[config.mk]
export PLATFORM = sky130hd
export DESIGN_NAME = dram_mux_ctrl
export DESIGN_NICKNAME = d
export VERILOG_FILES = /design/src/rtl/dramc_pkg.sv /design/src/rtl/dramc_refresh.sv /design/src/rtl/dramc_seq.sv /design/src/rtl/dramc_pinmux.sv /design/src/rtl/dram_mux_ctrl.sv
export SDC_FILE = /design/constraint.sdc
export NUM_CORES = 1
export LEC_CHECK = 0
export BUFFER_PORTS_ARGS = -buffer_cell sky130_fd_sc_hd__buf_4
export CAP_MARGIN = 20
export CORE_MARGIN = 10
export CORE_UTILIZATION = 23
export CTS_CLUSTER_DIAMETER = 100
export DETAILED_ROUTE_END_ITERATION = 7
export GPL_TIMING_DRIVEN = 0
export PLACE_DENSITY_LB_ADDON = 0.05
export SYNTH_ARGS = -nofsm -noshare
export SYNTH_HDL_FRONTEND = slang
export SYNTH_SLANG_ARGS = --single-unit
export TNS_END_PERCENT = 50
[constraint.sdc]
create_clock -name clk -period 1.9 [get_ports clk]
set_input_delay 0.095 -clock clk [delete_from_list [all_inputs] [get_ports clk]]
set_output_delay 0.095 -clock clk [all_outputs]
set_load 0.005 [all_outputs]
[src/rtl/dramc_pkg.sv]
package dramc_pkg;

  typedef enum logic [2:0] {
    ST_IDLE = 3'd0,
    ST_ROW  = 3'd1,
    ST_COL  = 3'd2,
    ST_PRE  = 3'd3,
    ST_RFSH = 3'd4
  } dram_phase_e;

  function automatic int max2(input int a, input int b);
    return (a > b) ? a : b;
  endfunction

endpackage

[src/rtl/dramc_refresh.sv]
module dramc_refresh #(
  parameter int ROW_W        = 9,
  parameter int REF_INTERVAL = 1950
) (
  input  logic             clk,
  input  logic             rst_n,
  input  logic             ref_grant,
  input  logic             ref_done,
  output logic             ref_pending,
  output logic [ROW_W-1:0] ref_row
);

  localparam int TW = $clog2(REF_INTERVAL + 1);
  localparam logic [TW-1:0] RELOAD = TW'(REF_INTERVAL - 1);

  logic [TW-1:0]    tmr_q, tmr_d;
  logic             tick;
  logic             pend_d;
  logic [ROW_W-1:0] row_d;

  always_comb begin
    tick   = (tmr_q == '0);
    tmr_d  = tick ? RELOAD : tmr_q - 1'b1;
    pend_d = ref_pending;
    if (ref_grant) pend_d = 1'b0;
    if (tick)      pend_d = 1'b1;
    row_d  = ref_done ? ref_row + 1'b1 : ref_row;
  end

  always_ff @(posedge clk or negedge rst_n) begin
    if (!rst_n) begin
      tmr_q       <= RELOAD;
      ref_pending <= 1'b0;
      ref_row     <= '0;
    end else begin
      tmr_q       <= tmr_d;
      ref_pending <= pend_d;
      ref_row     <= row_d;
    end
  end

  // refresh row steps by one (wrapping) after each refresh
  assert_row_step_R9: assert property (@(posedge clk) disable iff (!rst_n)
    ref_done |=> (ref_row == $past(ref_row) + 1'b1));

  // a due refresh is not dropped until it is granted
  assert_pending_hold_R10: assert property (@(posedge clk) disable iff (!rst_n)
    (ref_pending && !ref_grant) |=> ref_pending);

endmodule

[src/rtl/dramc_seq.sv]
module dramc_seq import dramc_pkg::*; #(
  parameter int T_RCD = 2,
  parameter int T_CAS = 2,
  parameter int T_RP  = 2
) (
  input  logic        clk,
  input  logic        rst_n,
  input  logic        acc_go,
  input  logic        ref_pending,
  output dram_phase_e phase,
  output logic        acc_grant,
  output logic        ref_grant,
  output logic        ref_done,
  output logic        ack
);

  localparam int MAXD = max2(T_RCD + T_CAS, T_RP);
  localparam int CW   = $clog2(MAXD + 1);

  dram_phase_e   ph_d;
  logic [CW-1:0] cnt_q, cnt_d;
  logic          last;

  always_comb begin
    last      = (cnt_q == '0);
    ph_d      = phase;
    cnt_d     = last ? '0 : cnt_q - 1'b1;
    acc_grant = 1'b0;
    ref_grant = 1'b0;
    unique case (phase)
      ST_IDLE: begin
        if (ref_pending) begin
          ph_d      = ST_RFSH;
          cnt_d     = CW'(T_RCD + T_CAS - 1);
          ref_grant = 1'b1;
        end else if (acc_go) begin
          ph_d      = ST_ROW;
          cnt_d     = CW'(T_RCD - 1);
          acc_grant = 1'b1;
        end
      end
      ST_ROW: if (last) begin
        ph_d  = ST_COL;
        cnt_d = CW'(T_CAS - 1);
      end
      ST_COL: if (last) begin
        ph_d  = ST_PRE;
        cnt_d = CW'(T_RP - 1);
      end
      ST_PRE: if (last) ph_d = ST_IDLE;
      ST_RFSH: if (last) begin
        ph_d  = ST_PRE;
        cnt_d = CW'(T_RP - 1);
      end
      default: ph_d = ST_IDLE;
    endcase
    ack      = (phase == ST_COL)  && last;
    ref_done = (phase == ST_RFSH) && last;
  end

  always_ff @(posedge clk or negedge rst_n) begin
    if (!rst_n) begin
      phase <= ST_IDLE;
      cnt_q <= '0;
    end else begin
      phase <= ph_d;
      cnt_q <= cnt_d;
    end
  end

  // acknowledge never lasts two cycles
  assert_ack_single_R4: assert property (@(posedge clk) disable iff (!rst_n)
    ack |=> !ack);

  // an idle controller with a due refresh always starts the refresh
  assert_rfsh_wins_R11: assert property (@(posedge clk) disable iff (!rst_n)
    (phase == ST_IDLE && ref_pending) |=> (phase == ST_RFSH));

endmodule

[src/rtl/dramc_pinmux.sv]
module dramc_pinmux import dramc_pkg::*; #(
  parameter int ROW_W  = 9,
  parameter int COL_W  = 9,
  parameter int BANK_W = 1,
  parameter int LANES  = 2,
  parameter int PIN_W  = 9,
  localparam int NBANK = 1 << BANK_W
) (
  input  logic              clk,
  input  logic              rst_n,
  input  dram_phase_e       phase,
  input  logic [BANK_W-1:0] bank,
  input  logic [ROW_W-1:0]  row,
  input  logic [COL_W-1:0]  col,
  input  logic [ROW_W-1:0]  ref_row,
  input  logic              wr,
  input  logic [LANES-1:0]  be,
  output logic [PIN_W-1:0]  dram_a,
  output logic [NBANK-1:0]  ras_n,
  output logic [NBANK-1:0]  cas_n,
  output logic              we_n,
  output logic [LANES-1:0]  wlane_n
);

  logic row_open, col_phase, rfsh_phase;

  always_comb begin
    row_open   = (phase == ST_ROW) || (phase == ST_COL);
    col_phase  = (phase == ST_COL);
    rfsh_phase = (phase == ST_RFSH);
    unique case (phase)
      ST_ROW:  dram_a = PIN_W'(row);
      ST_COL:  dram_a = PIN_W'(col);
      ST_RFSH: dram_a = PIN_W'(ref_row);
      default: dram_a = '0;
    endcase
    we_n = !(col_phase && wr);
  end

  for (genvar b = 0; b < NBANK; b++) begin : g_bank
    assign ras_n[b] = !((row_open && (bank == BANK_W'(b))) || rfsh_phase);
    assign cas_n[b] = !(col_phase && (bank == BANK_W'(b)));

    // a column strobe only ever falls inside its own row strobe
    assert_cas_under_ras_R3: assert property (@(posedge clk) disable iff (!rst_n)
      !cas_n[b] |-> !ras_n[b]);
  end

  for (genvar l = 0; l < LANES; l++) begin : g_lane
    assign wlane_n[l] = !(col_phase && wr && be[l]);

    // a lane strobe never appears outside a write
    assert_lane_in_write_R5: assert property (@(posedge clk) disable iff (!rst_n)
      !wlane_n[l] |-> !we_n);
  end

  // at most one bank sees a column strobe
  assert_cas_onehot_R3: assert property (@(posedge clk) disable iff (!rst_n)
    $onehot0(~cas_n));

  // all row strobes low means a RAS-only cycle
  assert_rfsh_ras_only_R8: assert property (@(posedge clk) disable iff (!rst_n)
    (ras_n == '0) |-> (cas_n == '1 && we_n));

endmodule

[src/rtl/dram_mux_ctrl.sv]
module dram_mux_ctrl import dramc_pkg::*; #(
  parameter int ROW_W        = 9,
  parameter int COL_W        = 9,
  parameter int BANK_W       = 1,
  parameter int LANES        = 2,
  parameter int T_RCD        = 2,
  parameter int T_CAS        = 2,
  parameter int T_RP         = 2,
  parameter int REF_INTERVAL = 1950,
  localparam int AW    = BANK_W + ROW_W + COL_W,
  localparam int PIN_W = (ROW_W > COL_W) ? ROW_W : COL_W,
  localparam int NBANK = 1 << BANK_W
) (
  input  logic             clk,
  input  logic             rst_n,
  input  logic             port_en,
  input  logic             req,
  input  logic             wr,
  input  logic [LANES-1:0] be,
  input  logic [AW-1:0]    addr,
  output logic [PIN_W-1:0] dram_a,
  output logic [NBANK-1:0] ras_n,
  output logic [NBANK-1:0] cas_n,
  output logic             we_n,
  output logic [LANES-1:0] wlane_n,
  output logic             ack
);

  logic             rst_meta, rst_int_n;
  logic             acc_go, acc_grant, ref_grant, ref_done, ref_pending;
  logic [ROW_W-1:0] ref_row;
  dram_phase_e      phase;
  logic [AW-1:0]    addr_q;
  logic             wr_q;
  logic [LANES-1:0] be_q;

  always_ff @(posedge clk or negedge rst_n) begin
    if (!rst_n) begin
      rst_meta  <= 1'b0;
      rst_int_n <= 1'b0;
    end else begin
      rst_meta  <= 1'b1;
      rst_int_n <= rst_meta;
    end
  end

  assign acc_go = req & port_en;

  always_ff @(posedge clk or negedge rst_int_n) begin
    if (!rst_int_n) begin
      addr_q <= '0;
      wr_q   <= 1'b0;
      be_q   <= '0;
    end else if (acc_grant) begin
      addr_q <= addr;
      wr_q   <= wr;
      be_q   <= be;
    end
  end

  dramc_refresh #(
    .ROW_W        (ROW_W),
    .REF_INTERVAL (REF_INTERVAL)
  ) u_refresh (
    .clk         (clk),
    .rst_n       (rst_int_n),
    .ref_grant   (ref_grant),
    .ref_done    (ref_done),
    .ref_pending (ref_pending),
    .ref_row     (ref_row)
  );

  dramc_seq #(
    .T_RCD (T_RCD),
    .T_CAS (T_CAS),
    .T_RP  (T_RP)
  ) u_seq (
    .clk         (clk),
    .rst_n       (rst_int_n),
    .acc_go      (acc_go),
    .ref_pending (ref_pending),
    .phase       (phase),
    .acc_grant   (acc_grant),
    .ref_grant   (ref_grant),
    .ref_done    (ref_done),
    .ack         (ack)
  );

  dramc_pinmux #(
    .ROW_W  (ROW_W),
    .COL_W  (COL_W),
    .BANK_W (BANK_W),
    .LANES  (LANES),
    .PIN_W  (PIN_W)
  ) u_pinmux (
    .clk     (clk),
    .rst_n   (rst_int_n),
    .phase   (phase),
    .bank    (addr_q[AW-1 -: BANK_W]),
    .row     (addr_q[COL_W +: ROW_W]),
    .col     (addr_q[COL_W-1:0]),
    .ref_row (ref_row),
    .wr      (wr_q),
    .be      (be_q),
    .dram_a  (dram_a),
    .ras_n   (ras_n),
    .cas_n   (cas_n),
    .we_n    (we_n),
    .wlane_n (wlane_n)
  );

  // a single-bank row strobe only opens after an enabled request
  assert_port_gate_R7: assert property (@(posedge clk) disable iff (!rst_int_n)
    ($past(ras_n) == '1 && ras_n != '1 && ras_n != '0) |-> $past(port_en && req));

endmodule

# --- Word level (Yosys, flattened, before mapping) ---
# Cells that the tools add are included.
totals:
  regBits: 51
  in_bits: 26
  output_inout_bits: 17
  elab_cells: 69
classes:
  addsub: 3
  n_eq_ne: 8
  muxes: 20
  bitwise: 2
  n_reduce_logical: 26
ops:
  columns: ["operator", "n"]
  rows:
  - ["3-bit 2-to-1 mux", 9]
  - ["9-bit case mux with 3 select lines", 1]
  - ["3-bit case mux with 4 select lines", 1]
  - ["11-bit zero test", 1]
  - ["11-bit 2-to-1 mux", 1]
  - ["11-bit by 1-bit subtractor with 11-bit output, second input constant", 1]
  - ["9-bit by 1-bit adder with 9-bit output, second input constant", 1]
  - ["1-bit logical AND", 9]
  - ["1-bit zero test", 7]
  - ["1-bit 2-to-1 mux", 7]
  - ["3-bit by 2-bit == test with 1-bit output, second input constant", 2]
  - ["3-bit zero test", 2]
  - ["3-bit case mux with 2 select lines", 1]
  - ["2-bit by 1-bit != test with 1-bit output, second input constant", 2]
  - ["4-bit AND reduction", 1]
  - ["3-bit by 1-bit == test with 1-bit output, second input constant", 1]
  - ["3-bit == test, second input constant", 1]
  - ["1-bit logical OR", 3]
  - ["3-bit != test, second input constant", 1]
  - ["3-bit OR reduction", 1]
  - ["3-bit by 1-bit subtractor with 3-bit output, second input constant", 1]
  - ["2-bit != test, second input constant", 1]
  - ["2-bit nonzero test", 1]
  - ["2-bit OR reduction", 1]
  - ["2 further kinds", 2]

# --- Logic depth before layout (Yosys ltp) ---
logic_depth:
  word_depth: 5
  mapped_depth: 6
  ltp_nobuf: 6

# --- Hierarchy ---
# From an unflattened synthesis, not the netlist that was laid out.
unflattened:
  hier_cells: 246
  hier_area_um2: 2785.2
modules_own_cells:
  columns: ["mod", "n_inst", "cells_each", "area_each_um2", "seq_area_each_um2"]
  rows:
  - ["dramc_refresh", 1, 90, 991.0, 535.5]
  - ["dram_mux_ctrl", 1, 50, 880.8, 600.6]
  - ["dramc_seq", 1, 60, 523.0, 150.1]
  - ["dramc_pinmux", 1, 46, 390.4, 0.0]

# --- Least setup slack after synthesis ---
# No wires, ideal clock.
synth_path:
  path_type: "flip-flop to flip-flop"
  start: "register u_refresh.tmr_q[1]"
  end: "register u_refresh.tmr_q[6]"
  setup_ns: 0.125
  t_arrival_ns: 1.454
  required_time_ns: 1.775
  setup_slack_ns: 0.321
  path_stages_with_launch: 7
  cell_sequence: "dfrtp_1 -> inv_1 -> ha_1 -> or4b_1 -> nor2_1 -> xnor2_1 -> nor2_1"
synth_between:
  elab_chain_len: 2
  word_cells_on_any_way: 3
  cone_classes: "add/sub: 1; mux: 1; reduce/logical: 1"
synth_rtl:
  columns: ["element", "line", "text"]
  rows:
  - ["from (decl)", "dramc_refresh.sv:16", "logic [TW-1:0] tmr_q, tmr_d;"]
  - ["from (signal assigned)", "dramc_refresh.sv:36", "tmr_q <= tmr_d;"]
  - ["11-bit by 1-bit subtractor with 11-bit output or 11-bit zero test (tied branches)", "dramc_refresh.sv:23, dramc_refresh.sv:22", null]
  - ["11-bit 2-to-1 mux (*)", "dramc_refresh.sv:23", "tmr_d = tick ? RELOAD : tmr_q - 1'b1;"]
  - ["named net u_refresh.tmr_d[6]", "dramc_refresh.sv:16", null]
# The timed path passes the listed nets; every way through them passes the cells marked *.
# A chain may end at the register's enable or synchronous reset.

# --- Worst setup path after layout ---
layout_path:
  start: "register u_seq.phase[1]"
  end: "output port dram_a[7]"
layout_between:
  elab_chain_len: 2
  word_cells_on_any_way: 4
  cone_classes: "eq/ne: 3; mux: 1"
layout_rtl:
  columns: ["element", "line", "text"]
  rows:
  - ["from (decl)", "dramc_seq.sv:10", "output dram_phase_e phase,"]
  - ["from (signal assigned)", "dramc_seq.sv:66", "phase <= ph_d;"]
  - ["3-bit == test, or another cell as far along", "dramc_pinmux.sv:31", "unique case (phase)"]
  - ["9-bit case mux with 3 select lines (*)", "dramc_pinmux.sv:31", null]
  - ["to (decl)", "dram_mux_ctrl.sv:21", "output logic [PIN_W-1:0] dram_a,"]
# Every way passes the cells marked *; elsewhere a longest branch is shown, timed or not.

==> key figures <==
Status
  • Result of the run: complete, no violations

Detailed routing
  • DRC violation count after routing: 0
  • Antenna viol nets, final: 0
  • Drt wl/cell: ~15 um
  • First-pass detailed-route iteration total: 4
  • Vias after detailed routing: 1897
  • Top routing layer in use: met4
  • Sum of met2 wire segment lengths after detailed routing: 3000 um
  • Via density per instance: around 4.4
  • Metal1 wirelength: 3320 um
  • Met3 Routed Length: between 200 and 250 um
  • First-iteration detailed-routing DRC count: between 80 and 90
  • Wire length reported by the detailed router: ~6600 um

Hold path
  • Class of the tightest hold or removal check: in -> reg
  • Endpoint with the worst hold slack: addr_q[4]$_DFFE_PN0P_
  • Hold Path Cell Cnt: 2
  • Min-delay src: addr[4]

Clock network
  • Bufs on Longest Clock Path: 2
  • Clock Root Buffer: clkbuf_8
  • TritonCTS Buffers: 5
  • H-tree levels: 2
  • Clock latency at the later pin of the worst-skew pair: 0.31 ns
  • Sink count of the clock tree: slightly above 50
  • Worst-path clk slew: about 0.1 ns
  • TritonCTS clock tree: done

Logic synthesis
  • Synth warn: 0
  • Syn avg cell area: approximately 11 um^2
  • Share of flip-flops with an asynchronous set or reset: 100%
  • Gate count after technology mapping: 227
  • Sequential-to-total area share from yosys stat: 52.1%
  • Dominant register cell in the synthesized netlist: dfrtp_1
  • Number of enable-type register cells in the synthesized netlist: 0
  • Yosys reg bits: between 50 and 60
  • Netlist area before placement: about 2500 um^2
  • Post-synth cell types: 41
  • Post-Synthesis Net Count: 256

Worst setup path
  • Buf/Inv on CP: 3
  • Nature of the critical path endpoint: output pin
  • Data arrival time of the critical path: 1.69 ns
  • Endpoint of the lowest-slack register-to-register path: u_refresh.tmr_q[6]$_DFF_PN0_
  • Worst Setup Start Kind: flip-flop
  • Setup CP Type: reg -> out
  • Data required, critical path: roughly 1.8 ns
  • Worst path top cell family by delay: buffers and inverters
  • Cell occurring most often along the worst timing path: clkbuf_4
  • Critical Path Slowest Stage Cell: dfrtp_1
  • Internal reg-to-reg setup slack: around 0.19 ns
  • Sequence of cells on the critical path: clkbuf_4, nor2b_1, clkbuf_4, a22oi_1, o21ai_1, buf_4
  • Biggest fanout along the worst timing path: 10
  • Largest stage delay on the critical path: between 0.3 and 0.4 ns
  • R2R cell count: 6
  • Startpoint of the worst-slack reg-to-reg timing path: u_refresh.tmr_q[1]$_DFF_PN0_

Cells and area
  • Final design utilization: 31.6%
  • Highest-count cells in the layout ignoring fill and taps: buf_4 (46), dfrtp_1 (41), mux2_2 (23), nand2_1 (22)
  • Most common library cell in the layout ignoring fill and taps: buf_4
  • Multi-input gate area: roughly 1200 um^2
  • Fraction of final layout cells sized beyond drive strength 1: approximately 38%
  • P&R area growth vs syn: 33.0%
  • Net count, final: 324
  • Sequential cell area: between 1000 and 1500 um^2
  • Count of fill cells added during filler insertion: about 1100
  • Count of inserted antenna diode cells: 0
  • Post-route insts no fill: 432

STA
  • Tmin final: 1.78 ns
  • Final hold vios: 0
  • Highest clock rate: approximately 0.56 GHz
  • Final setup violating endpoints: 0
  • Slew at the pin with the worst max-slew slack: 0.686 ns
  • RSZ-0062 raised after global routing: false
  • Number of pins with negative max-slew slack in the final report: 0
  • Slew Limit Headroom: 54.2%
  • Clock Skew: approximately 0.009 ns
  • Setup TNS: 0 ns
  • Post-route clock period utilization: ~94%

Die
  • I/O Pins: 43
  • Total die area: 15300 um^2
  • Die extent in x: roughly 120 um
  • Area of the core region: slightly above 10000 um^2
  • Effective utilization at floorplan: 23.8%
  • Die outline height: between 100 and 150 um
  • Row count: 37

Global routing
  • Vias in the first global route: about 2000
  • Tot GR Track Use: 9.12%
  • Leftover overflow at the end of global routing: 0
  • Maximum number of pins on one net before global-route repair: 29
  • Antenna violations before repair: 0
  • Wire length of the first global-routing pass: between 10000 and 15000 um

Placement
  • Routability congestion estimate from global placement: 0.707
  • Port Buf Inserts: 42
  • Cells after DPL: approximately 410
  • Detailed placer's ending HPWL: ~5000 um

Power and ir drop
  • Power density cells: about 1100 nW/um^2
  • Leakage: approximately 1.4 nW
  • Maximum VDD drop: 0.485 mV
  • Overall power of the completed layout: between 3 and 4 mW

Job
  • Reported max-cap violation count: 0
-- registers in the layout, indices dropped and copies added (netlist names), 2 cells and up --
signal and count:
addr_q 19, u_refresh.tmr_q 11, u_refresh.ref_row 9, u_seq.cnt_q 3, u_seq.phase 3, be_q 2
-- area by class of cell --
cell class	count	area share (%)
multi-input combinational	163	35.1
timing repair buffer	61	15.4
tap	136	5.19
sequential	51	39.3
clock inverter	3	0.572
clock buffer	5	2.10
inverter	3	0.343
buffer	10	1.98
-- kinds of logic after synthesis --
kind of cell               share of synthesized area [%]
AOI/OAI and AO/OA                                   10.7
xor gates and xnor gates                            4.61
muxes                                               10.9
DFF                                                 52.1
adders and majority gates                           1.52
other                                              0.152
and+or+nand+nor                                     17.7
buffers and inverters                               2.28
-- metrics by stage --
stage	hold slack, ns	instance area [um^2]	worst slack (ns)
finish	0.00993	3280	0.119
detailed placement	-0.121	2970	0.0166
global placement	-0.122	2950	-0.465
floorplan	-0.201	2470	0.321
global route	0.00241	3280	0.000373
CTS	0.000100	3200	-0.00481
-- synthesized netlist by cell type, types with 3 or more instances --
cell type	number	area (um^2)
a21oi_1	10	50.1
a22oi_1	9	67.6
a31oi_1	3	18.8
and2_1	3	18.8
buf_2	6	30.0
clkbuf_1	4	15.0
dfrtp_1	43	1080
dfstp_2	8	210
ha_1	3	37.5
inv_1	3	11.3
mux2_2	23	259
nand2_1	22	82.6
nand3_1	5	25.0
nand4_1	6	37.5
nor2_1	14	52.6
nor2b_1	7	43.8
nor3_1	3	15.0
nor3_2	3	30.0
o21ai_0	13	65.1
xnor2_1	10	87.6
xor2_1	3	26.3
-- worst max path at each step --
stage / start / end / depth (start not counted)
after floorplan: u_refresh.tmr_q[1]$_DFF_PN0_ / u_refresh.tmr_q[6]$_DFF_PN0_ / 6
after global placement: rst_int_n$_DFF_PN0_ / u_seq.cnt_q[2]$_DFF_PN0_ / 0
after detailed placement: u_seq.phase[1]$_DFFE_PN0P_ / dram_a[0] / 6
after CTS: u_seq.phase[0]$_DFFE_PN0P_ / dram_a[1] / 7
after global routing: u_refresh.tmr_q[1]$_DFF_PN0_ / u_refresh.tmr_q[8]$_DFF_PN1_ / 6
final: u_seq.phase[1]$_DFFE_PN0P_ / dram_a[7] / 6
-- layer usage --
metal / global-route usage [%] / vias up
met5: 0 / -
met4: 2.40 / 0
met3: 2.35 / 6
met2: 13.5 / 25
met1: 12.8 / 926
li1: - / 940
-- what timing repair did --
item	4_1_cts	5_1_grt
endpoints found under the setup margin	15	14
buffers inserted	0	3
cloned	0	1
hold buffers	12	2
resized for setup	10	15
hold endpoints to repair	13	2
-- where the power goes --
group | total, mW | switching (mW) | internal (mW) | leakage [nW]
clock network | 0.662 | 0.401 | 0.261 | 0.0483
registers | 1.54 | 0.182 | 1.36 | 0.607
logic | 1.44 | 0.639 | 0.797 | 0.750
total | 3.64 | 1.22 | 2.42 | 1.41
Power figures use the tool's default switching activity.
